## src/rtl/xirq_pkg.sv

```systemverilog
package xirq_pkg;

  // Register byte offsets (software depends on these positions)
  localparam logic [7:0] OFS_BLOCK = 8'h00;
  localparam logic [7:0] OFS_ROUTE = 8'h04;
  localparam logic [7:0] OFS_STAT  = 8'h08;
  localparam logic [7:0] OFS_RAW   = 8'h0C;
  localparam logic [7:0] OFS_ACK   = 8'h10;
  localparam logic [7:0] OFS_POL   = 8'h14;
  localparam logic [7:0] OFS_TRIG  = 8'h18;
  localparam logic [7:0] OFS_SOFT  = 8'h1C;

  typedef enum logic [2:0] {
    SEL_NONE,
    SEL_BLOCK,
    SEL_STAT,
    SEL_RAW,
    SEL_ACK,
    SEL_POL,
    SEL_TRIG
  } rsel_e;

  function automatic rsel_e decode_offset(logic [7:0] ofs);
    rsel_e s;
    case (ofs)
      OFS_BLOCK: s = SEL_BLOCK;
      OFS_STAT:  s = SEL_STAT;
      OFS_RAW:   s = SEL_RAW;
      OFS_ACK:   s = SEL_ACK;
      OFS_POL:   s = SEL_POL;
      OFS_TRIG:  s = SEL_TRIG;
      default:   s = SEL_NONE;   // reserved and unmapped offsets
    endcase
    return s;
  endfunction

endpackage

```

## src/rtl/xirq_sync.sv

```systemverilog
module xirq_sync #(
  parameter int unsigned WIDTH  = 32,
  parameter int unsigned STAGES = 2
) (
  input  logic             clk,
  input  logic             rst_n,
  input  logic [WIDTH-1:0] async_i,
  output logic [WIDTH-1:0] sync_o
);

  logic [WIDTH-1:0] stg_q [STAGES];
  logic [WIDTH-1:0] stg_d [STAGES];

  for (genvar s = 0; s < STAGES; s++) begin : g_stage
    if (s == 0) begin : g_first
      always_comb stg_d[s] = async_i;
    end else begin : g_next
      always_comb stg_d[s] = stg_q[s-1];
    end

    always_ff @(posedge clk or negedge rst_n) begin
      if (!rst_n) stg_q[s] <= '0;
      else        stg_q[s] <= stg_d[s];
    end
  end

  assign sync_o = stg_q[STAGES-1];

endmodule

```

## src/rtl/xirq_sense.sv

```systemverilog
module xirq_sense #(
  parameter int unsigned N_LINES = 32
) (
  input  logic               clk,
  input  logic               rst_n,
  input  logic [N_LINES-1:0] sync_i,
  input  logic [N_LINES-1:0] pol_i,
  input  logic [N_LINES-1:0] trig_i,
  input  logic [N_LINES-1:0] clr_i,
  output logic [N_LINES-1:0] pend_o
);

  logic [N_LINES-1:0] prev_q;
  logic [N_LINES-1:0] pend_q;
  logic [N_LINES-1:0] pend_d;

  for (genvar n = 0; n < N_LINES; n++) begin : g_line
    logic act_now;
    logic act_old;
    logic hit;

    always_comb begin
      act_now = pol_i[n] ? sync_i[n] : ~sync_i[n];
      act_old = pol_i[n] ? prev_q[n] : ~prev_q[n];
      hit     = trig_i[n] ? (act_now & ~act_old) : act_now;
      // a new request wins over a simultaneous clear
      pend_d[n] = hit | (pend_q[n] & ~clr_i[n]);
    end
  end

  always_ff @(posedge clk or negedge rst_n) begin
    if (!rst_n) begin
      prev_q <= '0;
      pend_q <= '0;
    end else begin
      prev_q <= sync_i;
      pend_q <= pend_d;
    end
  end

  assign pend_o = pend_q;

endmodule

```

## src/rtl/xirq_regs.sv

```systemverilog
module xirq_regs
  import xirq_pkg::*;
#(
  parameter int unsigned N_LINES = 32,
  parameter int unsigned ADDR_W  = 8
) (
  input  logic               clk,
  input  logic               rst_n,
  input  logic               bus_en,
  input  logic               bus_we,
  input  logic [ADDR_W-1:0]  bus_addr,
  input  logic [N_LINES-1:0] bus_wdata,
  input  logic [N_LINES-1:0] pend_i,
  output logic [N_LINES-1:0] mask_o,
  output logic [N_LINES-1:0] pol_o,
  output logic [N_LINES-1:0] trig_o,
  output logic [N_LINES-1:0] clr_o,
  output logic [N_LINES-1:0] rdata_o
);

  localparam logic [ADDR_W-1:0] LOW_SPAN = ADDR_W'(8'hFF);

  logic               in_map;
  rsel_e              sel;
  logic               wr_go;
  logic               rd_go;
  logic               mask_en, pol_en, trig_en;
  logic [N_LINES-1:0] mask_q, pol_q, trig_q, rdata_q;
  logic [N_LINES-1:0] rd_mux;

  always_comb begin
    in_map  = (bus_addr & ~LOW_SPAN) == '0;
    sel     = in_map ? decode_offset(bus_addr[7:0]) : SEL_NONE;
    wr_go   = bus_en & bus_we;
    rd_go   = bus_en & ~bus_we;
    mask_en = wr_go && (sel == SEL_BLOCK);
    pol_en  = wr_go && (sel == SEL_POL);
    trig_en = wr_go && (sel == SEL_TRIG);
    clr_o   = (wr_go && (sel == SEL_ACK)) ? bus_wdata : '0;
    case (sel)
      SEL_BLOCK: rd_mux = mask_q;
      SEL_STAT:  rd_mux = pend_i & ~mask_q;
      SEL_RAW:   rd_mux = pend_i;
      SEL_POL:   rd_mux = pol_q;
      SEL_TRIG:  rd_mux = trig_q;
      default:   rd_mux = '0;
    endcase
  end

  always_ff @(posedge clk or negedge rst_n) begin
    if (!rst_n) begin
      mask_q  <= '1;
      pol_q   <= '0;
      trig_q  <= '0;
      rdata_q <= '0;
    end else begin
      if (mask_en) mask_q  <= bus_wdata;
      if (pol_en)  pol_q   <= bus_wdata;
      if (trig_en) trig_q  <= bus_wdata;
      if (rd_go)   rdata_q <= rd_mux;
    end
  end

  assign mask_o  = mask_q;
  assign pol_o   = pol_q;
  assign trig_o  = trig_q;
  assign rdata_o = rdata_q;

endmodule

```

## src/rtl/xirq_unit.sv

```systemverilog
module xirq_unit #(
  parameter int unsigned N_LINES   = 32,
  parameter int unsigned ADDR_W    = 8,
  parameter int unsigned SYNC_DEPTH = 2
) (
  input  logic               clk,
  input  logic               rst_n,
  input  logic [N_LINES-1:0] irq_in,
  input  logic               bus_en,
  input  logic               bus_we,
  input  logic [ADDR_W-1:0]  bus_addr,
  input  logic [N_LINES-1:0] bus_wdata,
  output logic [N_LINES-1:0] bus_rdata,
  output logic [N_LINES-1:0] irq_out
);

  logic [N_LINES-1:0] sync_vec;
  logic [N_LINES-1:0] pend_q;
  logic [N_LINES-1:0] mask_q;
  logic [N_LINES-1:0] pol_q;
  logic [N_LINES-1:0] trig_q;
  logic [N_LINES-1:0] clr_vec;

  xirq_sync #(.WIDTH(N_LINES), .STAGES(SYNC_DEPTH)) u_sync (
    .clk     (clk),
    .rst_n   (rst_n),
    .async_i (irq_in),
    .sync_o  (sync_vec)
  );

  xirq_sense #(.N_LINES(N_LINES)) u_sense (
    .clk    (clk),
    .rst_n  (rst_n),
    .sync_i (sync_vec),
    .pol_i  (pol_q),
    .trig_i (trig_q),
    .clr_i  (clr_vec),
    .pend_o (pend_q)
  );

  xirq_regs #(.N_LINES(N_LINES), .ADDR_W(ADDR_W)) u_regs (
    .clk       (clk),
    .rst_n     (rst_n),
    .bus_en    (bus_en),
    .bus_we    (bus_we),
    .bus_addr  (bus_addr),
    .bus_wdata (bus_wdata),
    .pend_i    (pend_q),
    .mask_o    (mask_q),
    .pol_o     (pol_q),
    .trig_o    (trig_q),
    .clr_o     (clr_vec),
    .rdata_o   (bus_rdata)
  );

  assign irq_out = pend_q & ~mask_q;

endmodule

```

## config.mk

```make
export PLATFORM = sky130hd
export DESIGN_NAME = xirq_unit
export DESIGN_NICKNAME = d
export VERILOG_FILES = /design/src/rtl/xirq_pkg.sv /design/src/rtl/xirq_sync.sv /design/src/rtl/xirq_sense.sv /design/src/rtl/xirq_regs.sv /design/src/rtl/xirq_unit.sv
export SDC_FILE = /design/constraint.sdc
export NUM_CORES = 1
export LEC_CHECK = 0
export BUFFER_PORTS_ARGS = -buffer_cell sky130_fd_sc_hd__buf_4
export CAP_MARGIN = 20
export CORE_ASPECT_RATIO = 0.6
export CORE_UTILIZATION = 40
export DETAILED_ROUTE_END_ITERATION = 16
export GPL_ROUTABILITY_DRIVEN = 1
export PLACE_DENSITY_LB_ADDON = 0.2
export SLEW_MARGIN = 10
export SYNTH_ARGS = -nofsm -noshare
export SYNTH_HDL_FRONTEND = slang
export SYNTH_SLANG_ARGS = --single-unit
```

## constraint.sdc

```tcl
create_clock -name clk -period 1.8 [get_ports clk]
set_input_delay 0 -clock clk [delete_from_list [all_inputs] [get_ports clk]]
set_output_delay 0 -clock clk [all_outputs]
set_load 0.005 [all_outputs]
```

==> parameters.txt <==
Parameter                              Value

Synth
  Share of the synthesized area in the top cell type    54.3%
  Count of flip-flops with a built-in enable after synthesis    0
  Post-synthesis sequential area ratio    62.5%
  Cell type contributing the most total cell area after synthesis    sky130_fd_sc_hd__dfrtp_1
  Mean post-synth cell area    13.5 µm²
  Post-Syn Nets    839
  Async set or reset register ratio after synthesis    100%
  Count of synthesis-stage warnings from yosys    0
  Number of register bits inferred by synthesis    256
  Cell Area, Synth    10300 µm²
  Top FF cell, synth    sky130_fd_sc_hd__dfrtp_1
  Most used standard cells in the synthesized netlist    sky130_fd_sc_hd__dfrtp_1 (224), sky130_fd_sc_hd__mux2_1 (96), sky130_fd_sc_hd__nand2_1 (70), sky130_fd_sc_hd__nor2b_1 (37)
  Most numerous cell in the Yosys netlist    sky130_fd_sc_hd__dfrtp_1
  Biggest area contributors in the synthesized netlist    sky130_fd_sc_hd__dfrtp_1 (54%), sky130_fd_sc_hd__mux2_1 (10%), sky130_fd_sc_hd__dfstp_2 (8.1%)
  Netlist cell types    34
  Number of cells produced by synthesis    763

Pwr
  VDD IR-drop max    0.495 mV
  Power density over cell area    903 nW/µm²
  Int Pwr    9.45 mW
  Clk pwr share    43.4%
  NetSw    2.69 mW
  Register share of total power    49.9%
  Sw Ratio    22.2%
  Overall power of the completed layout    12.1 mW
  Reported leakage power    5.86 nW
  Combinational group share of total power    6.7%

Final layout
  Antenna diode instance count    0
  Final Net Count    1063
  Share of layout cells above drive strength 1    25.5%
  Synthesis-to-layout area growth    30.3%
  Finished Layout Cells    1334
  Post-route standard cell area excluding fillers    13400 µm²

Clock network
  Clock net sink count    256
  Max clock buf depth    3
  H-tree lvl count    1
  Clock tree from TritonCTS    built
  Worst skew pair latency    0.53 ns
  Clock root cell    sky130_fd_sc_hd__clkbuf_16
  Num CTS Buffers    24
  Clock transition at the register clock pins on the worst setup and hold paths after CTS    0.07 ns
  Post-cts gate resize count    0

Timing
  Unrepaired setup endpoints after global routing    false
  Post-route setup TNS    0 ns
  Worst-case clock skew    0.0104 ns
  Ratio of final minimum period to clock period    84.0%
  Worst slew margin relative to its limit    65.1%
  # setup viols final    0
  Final hold vios    0
  Max Transition Viols Final    0
  Fin crit period    1.51 ns
  Least-Margin Pin Slew    0.524 ns
  Peak clock frequency supported by timing    0.661 GHz
  Worst hold margin    0.000652 ns

Routing
  Total number of vias    6889
  Antenna violation net count after detailed routing    0
  Routed wirelength normalized by instance count    19.4 µm
  Via-to-Cell Ratio    5.16
  Starting DRC count in detailed routing    387
  Wire length reported by the detailed router    25900 µm
  DRC viols    0
  Length of the first detailed-routing pass in iterations    4

Global route
  Initial antenna violation count    0
  Total overflow reported by the global router    0
  Wire length of the first global-routing pass    41200 µm
  Vias in the first global route    7051
  Total global-route track usage    20.2%
  Maximum number of pins on one net before global-route repair    64

Critical path
  Worst path arrival time    1.92 ns
  Delay contributed by the slowest stage of the critical path    0.55 ns
  CP Class    register to register
  Critical-path maximum fanout    4
  Critical Path, Cell by Cell    or3b_1 -> a32oi_1 -> a2bb2oi_1 -> o21ai_1
  Highest-delay cell along the critical path    sky130_fd_sc_hd__dfstp_2
  CP required    2.21 ns
  Worst Setup Start Kind    register
  Category of the worst setup path capture point    register

Outcome
  Run status    finished clean

Floorplan
  Area of the core    25300 µm²
  Initial core utilization    40.8%
  Chip Width    209 µm
  Chip Height    126 µm
  Area enclosed by the die boundary    26500 µm²
  Count of pins on the block boundary    140
  Cell Rows    45

Place
  Number of buffers added on ports    139
  Post-DP HPWL    16800 µm
  Cells after DPL    1225
  Total cell area at the placement stage    12000 µm²
  Routability Congestion    0.760

Job
  Max cap viols    0

Hold path
  Worst min path class    input pin to async pin
[cells by family (layout without fill, tap and decap cells)]
| logic type | count (synthesis) | in the layout | synth area share [%] |
|---|---|---|---|
| flops | 256 | 256 | 62.5 |
| compound gates | 174 | 174 | 12.4 |
| simple gates | 133 | 133 | 7.09 |
| mux | 96 | 96 | 10.5 |
| xor+xnor | 64 | 64 | 5.43 |
| buf+inv | 40 | 282 | 2.16 |
[critical path: cells and delay by family, from the launching register on]
kind	cells	cell delay (ns)
AOI/OAI and AO/OA	3	0.50
and+or+nand+nor	1	0.34
DFF	1	0.55
[repair_timing]
| action | CTS | global route |
|---|---|---|
| endpoints found under the hold margin | 393 | 0 |
| hold buffers | 65 | 0 |
| setup buffers | 0 | 0 |
[per-stage QoR]
stage	util, %	setup WS (ns)
6_report	53.2	0.288
5_1_grt	53.2	0.183
4_1_cts	53.2	0.290
3_5_place_dp	47.4	0.161
3_3_place_gp	47.4	0.190
2_1_floorplan	-	0.395
[flip-flops by register name (all words and copies together) (netlist names)]
register / flops
u_sense.pend_o: 32
u_sense.prev_q: 32
u_regs.rdata_o: 32
u_regs.pol_o: 32
u_sync.stg_d: 32
u_sync.sync_o: 32
u_regs.trig_o: 32
u_regs.mask_o: 32
[metal layers]
layer  track usage, %  wire length, µm
met2             29.9            11200
met3             3.27             1080
met4             5.36              600
met5                0                0
met1             30.7            13000
[path summary, 6_finish.rpt]
path	cells after the start	endpoint	slack, ns	start
setup / recovery	4	u_regs.rdata_o[12]	0.29	u_regs.mask_o[12]
hold reg to reg	0	u_sync.sync_o[7]	0.35	u_sync.stg_d[7]
min in group clk	4	u_regs.mask_o[23]	0.11	bus_we
hold / removal	2	u_sync.stg_d[10]	0.0007	rst_n
setup reg to reg	4	u_regs.rdata_o[12]	0.29	u_regs.mask_o[12]
max in group asynchronous	3	u_regs.mask_o[13]	1.06	rst_n
[area by class of cell]
cell class | count | area [µm²]
Clock inverter | 11 | 134
Fill cell | 2136 | 11800
Clock buffer | 33 | 686
Tap cell | 329 | 412
Multi-Input combinational cell | 467 | 3700
Timing Repair Buffer | 238 | 2070
Sequential cell | 256 | 6450
[placed cells by master (no fill, tap or decap), types with 19 or more instances in the layout]
master                            n
sky130_fd_sc_hd__a21o_1          32
sky130_fd_sc_hd__a21oi_1         32
sky130_fd_sc_hd__a22oi_1         32
sky130_fd_sc_hd__a32oi_1         32
sky130_fd_sc_hd__buf_4          163
sky130_fd_sc_hd__clkbuf_16       25
sky130_fd_sc_hd__dfrtp_1        224
sky130_fd_sc_hd__dfstp_2         32
sky130_fd_sc_hd__dlygate4sd3_1   65
sky130_fd_sc_hd__mux2_1          96
sky130_fd_sc_hd__nand2_1         70
sky130_fd_sc_hd__nor2b_1         33
sky130_fd_sc_hd__o221ai_1        19
sky130_fd_sc_hd__xnor2_1         32
sky130_fd_sc_hd__xor2_1          32
[power by group through the flow]
stage                     clock network (mW)  logic [mW]  registers [mW]
after CTS                               5.43       0.826            6.06
final                                   5.27       0.811            6.06
after floorplan                            0       0.252            6.13
after global routing                    5.65       0.893            6.08
after global placement                     0       0.706            6.16
after detailed placement                   0       0.712            6.16
(Power assumes the default switching activity.)
